**config.mk**
```make
export PLATFORM = sky130hd
export DESIGN_NAME = shared_irq_ctrl
export DESIGN_NICKNAME = d
export VERILOG_FILES = /design/src/rtl/shared_irq_pkg.sv /design/src/rtl/sirq_regs.sv /design/src/rtl/sirq_route.sv /design/src/rtl/sirq_edge_latch.sv /design/src/rtl/shared_irq_ctrl.sv
export SDC_FILE = /design/constraint.sdc
export NUM_CORES = 1
export LEC_CHECK = 0
export ABC_AREA = 0
export BUFFER_PORTS_ARGS = -buffer_cell sky130_fd_sc_hd__buf_2
export CORE_MARGIN = 8
export CORE_UTILIZATION = 57
export DETAILED_ROUTE_END_ITERATION = 10
export GPL_ROUTABILITY_DRIVEN = 0
export MAX_ROUTING_LAYER = met4
export PLACE_DENSITY = 0.88
export SYNTH_ARGS = -nofsm -noshare
export SYNTH_HDL_FRONTEND = slang
export SYNTH_HIERARCHICAL = 1
export SYNTH_SLANG_ARGS = --single-unit
```
**constraint.sdc**
```tcl
create_clock -name clk -period 1.8 [get_ports clk]
set_input_delay 0.36 -clock clk [delete_from_list [all_inputs] [get_ports clk]]
set_output_delay 0.36 -clock clk [all_outputs]
set_load 0.01 [all_outputs]
```
**src/rtl/shared_irq_pkg.sv**
```systemverilog
package shared_irq_pkg;
  localparam int ADDR_MASK = 0;
  localparam int ADDR_STAT = 1;
  localparam int ADDR_WAKE = 2;
  localparam int ADDR_ROUTE0 = 3;
endpackage

```
**src/rtl/sirq_regs.sv**
```systemverilog
module sirq_regs
  import shared_irq_pkg::*;
#(
  parameter int NUM_SRC = 16,
  parameter int NUM_IRQ = 8,
  parameter int SEL_W   = 4,
  parameter int DATA_W  = 32,
  parameter int ADDR_W  = 4
) (
  input  logic                     clk,
  input  logic                     rst,
  input  logic                     bus_valid,
  input  logic                     bus_write,
  input  logic [ADDR_W-1:0]        bus_addr,
  input  logic [DATA_W-1:0]        bus_wdata,
  input  logic [NUM_SRC-1:0]       src_sync,
  output logic [NUM_SRC-1:0]       mask_q,
  output logic [NUM_SRC-1:0]       wake_en_q,
  output logic [NUM_SRC*SEL_W-1:0] sel_flat,
  output logic [DATA_W-1:0]        bus_rdata
);
  localparam int PER_WORD = DATA_W / SEL_W;

  logic wr_en;
  logic rd_en;
  logic [DATA_W-1:0] rd_word;

  assign wr_en = bus_valid && bus_write;
  assign rd_en = bus_valid && !bus_write;

  always_ff @(posedge clk) begin
    if (rst) begin
      mask_q    <= '0;
      wake_en_q <= '0;
    end else if (wr_en) begin
      if (int'(bus_addr) == ADDR_MASK) mask_q    <= bus_wdata[NUM_SRC-1:0];
      if (int'(bus_addr) == ADDR_WAKE) wake_en_q <= bus_wdata[NUM_SRC-1:0];
    end
  end

  // One routing field per source, packed PER_WORD to a register word.
  for (genvar i = 0; i < NUM_SRC; i++) begin : g_route_field
    localparam int WORD = ADDR_ROUTE0 + i / PER_WORD;
    localparam int LSB  = (i % PER_WORD) * SEL_W;
    logic [SEL_W-1:0] sel_q;
    always_ff @(posedge clk) begin
      if (rst) sel_q <= SEL_W'(i % NUM_IRQ);
      else if (wr_en && int'(bus_addr) == WORD) sel_q <= bus_wdata[LSB +: SEL_W];
    end
    assign sel_flat[i*SEL_W +: SEL_W] = sel_q;
  end

  always_comb begin
    rd_word = '0;
    if (int'(bus_addr) == ADDR_MASK) rd_word[NUM_SRC-1:0] = mask_q;
    if (int'(bus_addr) == ADDR_STAT) rd_word[NUM_SRC-1:0] = src_sync;
    if (int'(bus_addr) == ADDR_WAKE) rd_word[NUM_SRC-1:0] = wake_en_q;
    for (int i = 0; i < NUM_SRC; i++) begin
      if (int'(bus_addr) == ADDR_ROUTE0 + i / PER_WORD)
        rd_word[(i % PER_WORD)*SEL_W +: SEL_W] = sel_flat[i*SEL_W +: SEL_W];
    end
  end

  always_ff @(posedge clk) begin
    if (rst) bus_rdata <= '0;
    else     bus_rdata <= rd_en ? rd_word : '0;
  end
endmodule

```
**src/rtl/sirq_route.sv**
```systemverilog
module sirq_route #(
  parameter int NUM_SRC = 16,
  parameter int NUM_IRQ = 8,
  parameter int SEL_W   = 4
) (
  input  logic [NUM_SRC-1:0]       src_sync,
  input  logic [NUM_SRC-1:0]       mask_q,
  input  logic [NUM_SRC*SEL_W-1:0] sel_flat,
  output logic [NUM_IRQ-1:0]       line
);
  // OR of every enabled source routed to each core input; field values
  // outside 0..NUM_IRQ-1 match no input.
  always_comb begin
    line = '0;
    for (int i = 0; i < NUM_SRC; i++) begin
      for (int k = 0; k < NUM_IRQ; k++) begin
        if (src_sync[i] && mask_q[i] && sel_flat[i*SEL_W +: SEL_W] == SEL_W'(k))
          line[k] = 1'b1;
      end
    end
  end
endmodule

```
**src/rtl/sirq_edge_latch.sv**
```systemverilog
module sirq_edge_latch (
  input  logic clk,
  input  logic rst,
  input  logic line,
  input  logic ipend,
  output logic latch_q,
  output logic queued
);
  logic line_prev;
  logic ipend_prev;
  logic edge_seen;
  logic ack_rise;

  assign edge_seen = line && !line_prev;
  assign ack_rise  = ipend && !ipend_prev;

  always_ff @(posedge clk) begin
    if (rst) begin
      line_prev  <= 1'b0;
      ipend_prev <= 1'b0;
      latch_q    <= 1'b0;
    end else begin
      line_prev  <= line;
      ipend_prev <= ipend;
      // A new edge wins over a simultaneous acknowledge.
      latch_q    <= (latch_q && !ack_rise) || edge_seen;
    end
  end

  assign queued = latch_q && ipend_prev;
endmodule

```
**src/rtl/shared_irq_ctrl.sv**
```systemverilog
module shared_irq_ctrl #(
  parameter int NUM_SRC = 16,
  parameter int NUM_IRQ = 8,
  parameter int SEL_W   = 4,
  parameter int DATA_W  = 32,
  parameter int ADDR_W  = 4
) (
  input  logic               clk,
  input  logic               rst,
  input  logic               bus_valid,
  input  logic               bus_write,
  input  logic [ADDR_W-1:0]  bus_addr,
  input  logic [DATA_W-1:0]  bus_wdata,
  output logic [DATA_W-1:0]  bus_rdata,
  input  logic [NUM_SRC-1:0] src_req,
  input  logic [NUM_IRQ-1:0] core_ipend,
  input  logic               core_idle,
  output logic [NUM_IRQ-1:0] irq_latch,
  output logic [NUM_IRQ-1:0] irq_queued,
  output logic               wake_req
);
  logic [NUM_SRC-1:0]       src_sync;
  logic [NUM_SRC-1:0]       mask_q;
  logic [NUM_SRC-1:0]       wake_en_q;
  logic [NUM_SRC*SEL_W-1:0] sel_flat;
  logic [NUM_IRQ-1:0]       line;

  always_ff @(posedge clk) begin
    if (rst) begin
      src_sync <= '0;
      wake_req <= 1'b0;
    end else begin
      src_sync <= src_req;
      wake_req <= core_idle && |(src_sync & wake_en_q);
    end
  end

  sirq_regs #(
    .NUM_SRC(NUM_SRC), .NUM_IRQ(NUM_IRQ), .SEL_W(SEL_W),
    .DATA_W(DATA_W), .ADDR_W(ADDR_W)
  ) regs_i (
    .clk(clk), .rst(rst),
    .bus_valid(bus_valid), .bus_write(bus_write),
    .bus_addr(bus_addr), .bus_wdata(bus_wdata),
    .src_sync(src_sync),
    .mask_q(mask_q), .wake_en_q(wake_en_q), .sel_flat(sel_flat),
    .bus_rdata(bus_rdata)
  );

  sirq_route #(
    .NUM_SRC(NUM_SRC), .NUM_IRQ(NUM_IRQ), .SEL_W(SEL_W)
  ) route_i (
    .src_sync(src_sync), .mask_q(mask_q), .sel_flat(sel_flat), .line(line)
  );

  for (genvar k = 0; k < NUM_IRQ; k++) begin : g_chan
    sirq_edge_latch latch_i (
      .clk(clk), .rst(rst),
      .line(line[k]), .ipend(core_ipend[k]),
      .latch_q(irq_latch[k]), .queued(irq_queued[k])
    );
  end
endmodule

```
==> qor.yml <==
max_freq_mhz: 530
setup_violations: 2
cp-endpoint: "g_chan[4].latch_i/latch_q$_SDFF_PP0_"
wire_per_inst_um: 22.0
clock_sinks: 169
hpwl_um: 19400
overflow: 0
drive_above_1_share_pct: 21.2
r2r_cells: 6
cts_tree: "done"
cp-end-kind: "register"
die_y_um: 132
vias_per_cell: 6.59
fin_util_pct: 69.9
syn_area_um2: 7730
vdd_drop_max_uv: 776
p_total_mw: 7.83
p_leak_nw: 3.75
pre_cts_slack_ns: 0.0528
fin_nets: 1101
via_count: 8076
holdCritPathClass: "input port to register"
ys_top_cells_by_count: "185 x nand2_1, 169 x dfxtp_1, 69 x a21oi_1"
synth_warnings: 6
synth.top_cell.area_share_pct: 43.8
placed_area_um2: 8670
syn_inst: 913
antenna_found_initial: 1
grt.busiest_layer: "met2"
yosys.area.top_type: "dfxtp_1"
critPathLaunchType: "register"
drt-initial-drc-count: 1538
gr-usage-met3_pct: 14.3
drv_slew: 0
violations: "design-rule violations, negative setup slack"
cts-buffers-inserted: 17
port_buffers: 113
cts_root_buf: "clkbuf_16"
grt_pass1_vias: 7482
worst_slack_ns: -0.0874
final_hold_viol_count: 0
critPathArrivalTime_ns: 2.20
syn_nets: 978
rows: 42
cts_buffer_depth: 2
critPathKind: "register to register"
r2r-start: "regs_i/g_route_field[3].sel_q[1]$_SDFFE_PP1P_"
r2r_end: "g_chan[4].latch_i/latch_q$_SDFF_PP0_"
cts_htree_levels: 4
ff2ff_setup_slack_ns: -0.09
postSynthAreaPerCell_um2: 8.47
synth_most_common_cell: "nand2_1"
synth-seq-cells: 169
coreArea_um2: 13200
clk_pin_slew_ns: 0.07
synth_edf_count: 0
fin_cells: 1225
grtUsageMet2_pct: 42.0
routed_wl_um: 27000
met1_usage_pct: 37.5
worst_slew_pin_slew_ns: 0.606
netlist-cell-type-count: 51
stdcell_area_um2: 9260
synth-main-ff-cell: "dfxtp_1"
synth_area_leaders: "dfxtp_1 44%, nand2_1 9.0%, a21oi_1 4.5%"
grt_max_degree: 92
drcViolationCount: 67
grt_pass1_wl_um: 41500
required_ns: 2.11
die_w_um: 132
slew_headroom_pct: 59.3
min_period_ns: 1.89
worstPathMaxFanout: 4
fillerInstances: 1030
dieArea_um2: 17500
antenna_left: 0
async_flop_share_pct: 0
hold_buffers: 0
floorplan.io_pins: 114
ys_seq_area_share_pct: 43.8
run_status: "finished with violations"
max_cap_violations: 0
placed_cells: 1193
powerDensity_nw_per_um2: 846
fin_crit_sh_pct: 105
start_util_pct: 58.4
fin_skew_ns: 0.00941
drt-pass1-iter-count: 11
cp-startpoint: "regs_i/g_route_field[3].sel_q[1]$_SDFFE_PP1P_"
track_usage_pct: 30.9
clock_latency_ns: 0.44
area_growth_pct: 19.8
[final cells by class]
cell class | count | area [um2] | area share (%)
antenna | 1 | 2.50 | 0.0270
clock buffer | 19 | 453 | 4.89
clock inverter | 12 | 116 | 1.26
inverter | 12 | 45.0 | 0.486
multi-input combinational | 682 | 4060 | 43.9
sequential | 169 | 3380 | 36.5
tap | 176 | 220 | 2.38
timing repair buffer | 154 | 976 | 10.5
[where the power goes]
part / total, mW / leakage (nW) / switching [mW] / internal [mW]
clock network: 3.51 / 0.276 / 1.53 / 1.98
logic: 0.452 / 2.10 / 0.260 / 0.192
registers: 3.87 / 1.37 / 0.0780 / 3.79
[worst min-delay path by stage]
stage / endpoint / startpoint / slack (ns) / cells after the start
after floorplan: g_chan[0].latch_i/latch_q$_SDFF_PP0_ / g_chan[0].latch_i/line_prev$_SDFF_PP0_ / 0.41 / 1
after global placement: g_chan[7].latch_i/latch_q$_SDFF_PP0_ / g_chan[7].latch_i/line_prev$_SDFF_PP0_ / 0.41 / 1
after detailed placement: g_chan[7].latch_i/latch_q$_SDFF_PP0_ / g_chan[7].latch_i/line_prev$_SDFF_PP0_ / 0.42 / 1
after CTS: src_sync[4]$_SDFF_PP0_ / src_req[4] / 0.12 / 2
after global routing: src_sync[4]$_SDFF_PP0_ / src_req[4] / 0.14 / 2
final: src_sync[4]$_SDFF_PP0_ / src_req[4] / 0.13 / 2
[worst max-delay path, stage by stage, from the launching register on]
cell	delay, ns
dfxtp_1	0.45
nand4bb_1	0.28
o32ai_1	0.12
nor4_1	0.58
nand3_1	0.13
inv_1	0.11
o32ai_1	0.09
[per-stage QoR]
stage | hold slack, ns | TNS, ns
after CTS | 0.117 | 0
after floorplan | 0.410 | 0
after global routing | 0.136 | -0.00312
after detailed placement | 0.423 | 0
after global placement | 0.414 | 0
final | 0.128 | -0.134
[per-layer routing]
metal,up-vias,routed length [um]
met2,740,10800
li1,3514,-
met4,0,1640
met3,195,4550
met1,3627,9960
met5,-,0
[cells in the final DEF (no fill, tap or decap), types with 20 or more instances in the layout]
| cell | synthesis | final |
|---|---|---|
| nand2_1 | 185 | 185 |
| nand3b_1 | 46 | 46 |
| buf_4 | 8 | 34 |
| nand2b_1 | 21 | 21 |
| mux2i_1 | 29 | 29 |
| a21oi_1 | 69 | 69 |
| buf_2 | 8 | 112 |
| nor2b_1 | 27 | 27 |
| dfxtp_1 | 169 | 168 |
| nor2_1 | 54 | 54 |
| nor3_1 | 20 | 20 |
| o22ai_1 | 48 | 48 |
[repair_timing]
action,CTS,global route
resized for setup,0,3
endpoints found under the setup margin,0,4
buffers inserted,0,0
[cell families after synthesis]
| group | synth area share (%) |
|---|---|
| buf+inv | 3.84 |
| compound gates | 16.8 |
| simple gates | 31.2 |
| mux | 4.48 |
| flops | 43.8 |
[flip-flops by register name (all words and copies together) (netlist names)]
name                        cells
wake_req                        1
regs_i/wake_en_q               16
g_chan.latch_i/ipend_prev       8
regs_i/bus_rdata               32
src_sync                       16
regs_i/g_route_field.sel_q     64
regs_i/mask_q                  16
g_chan.latch_i/line_prev        8
g_chan.latch_i/latch_q          8
No activity file was read; power rests on OpenSTA's default activity.
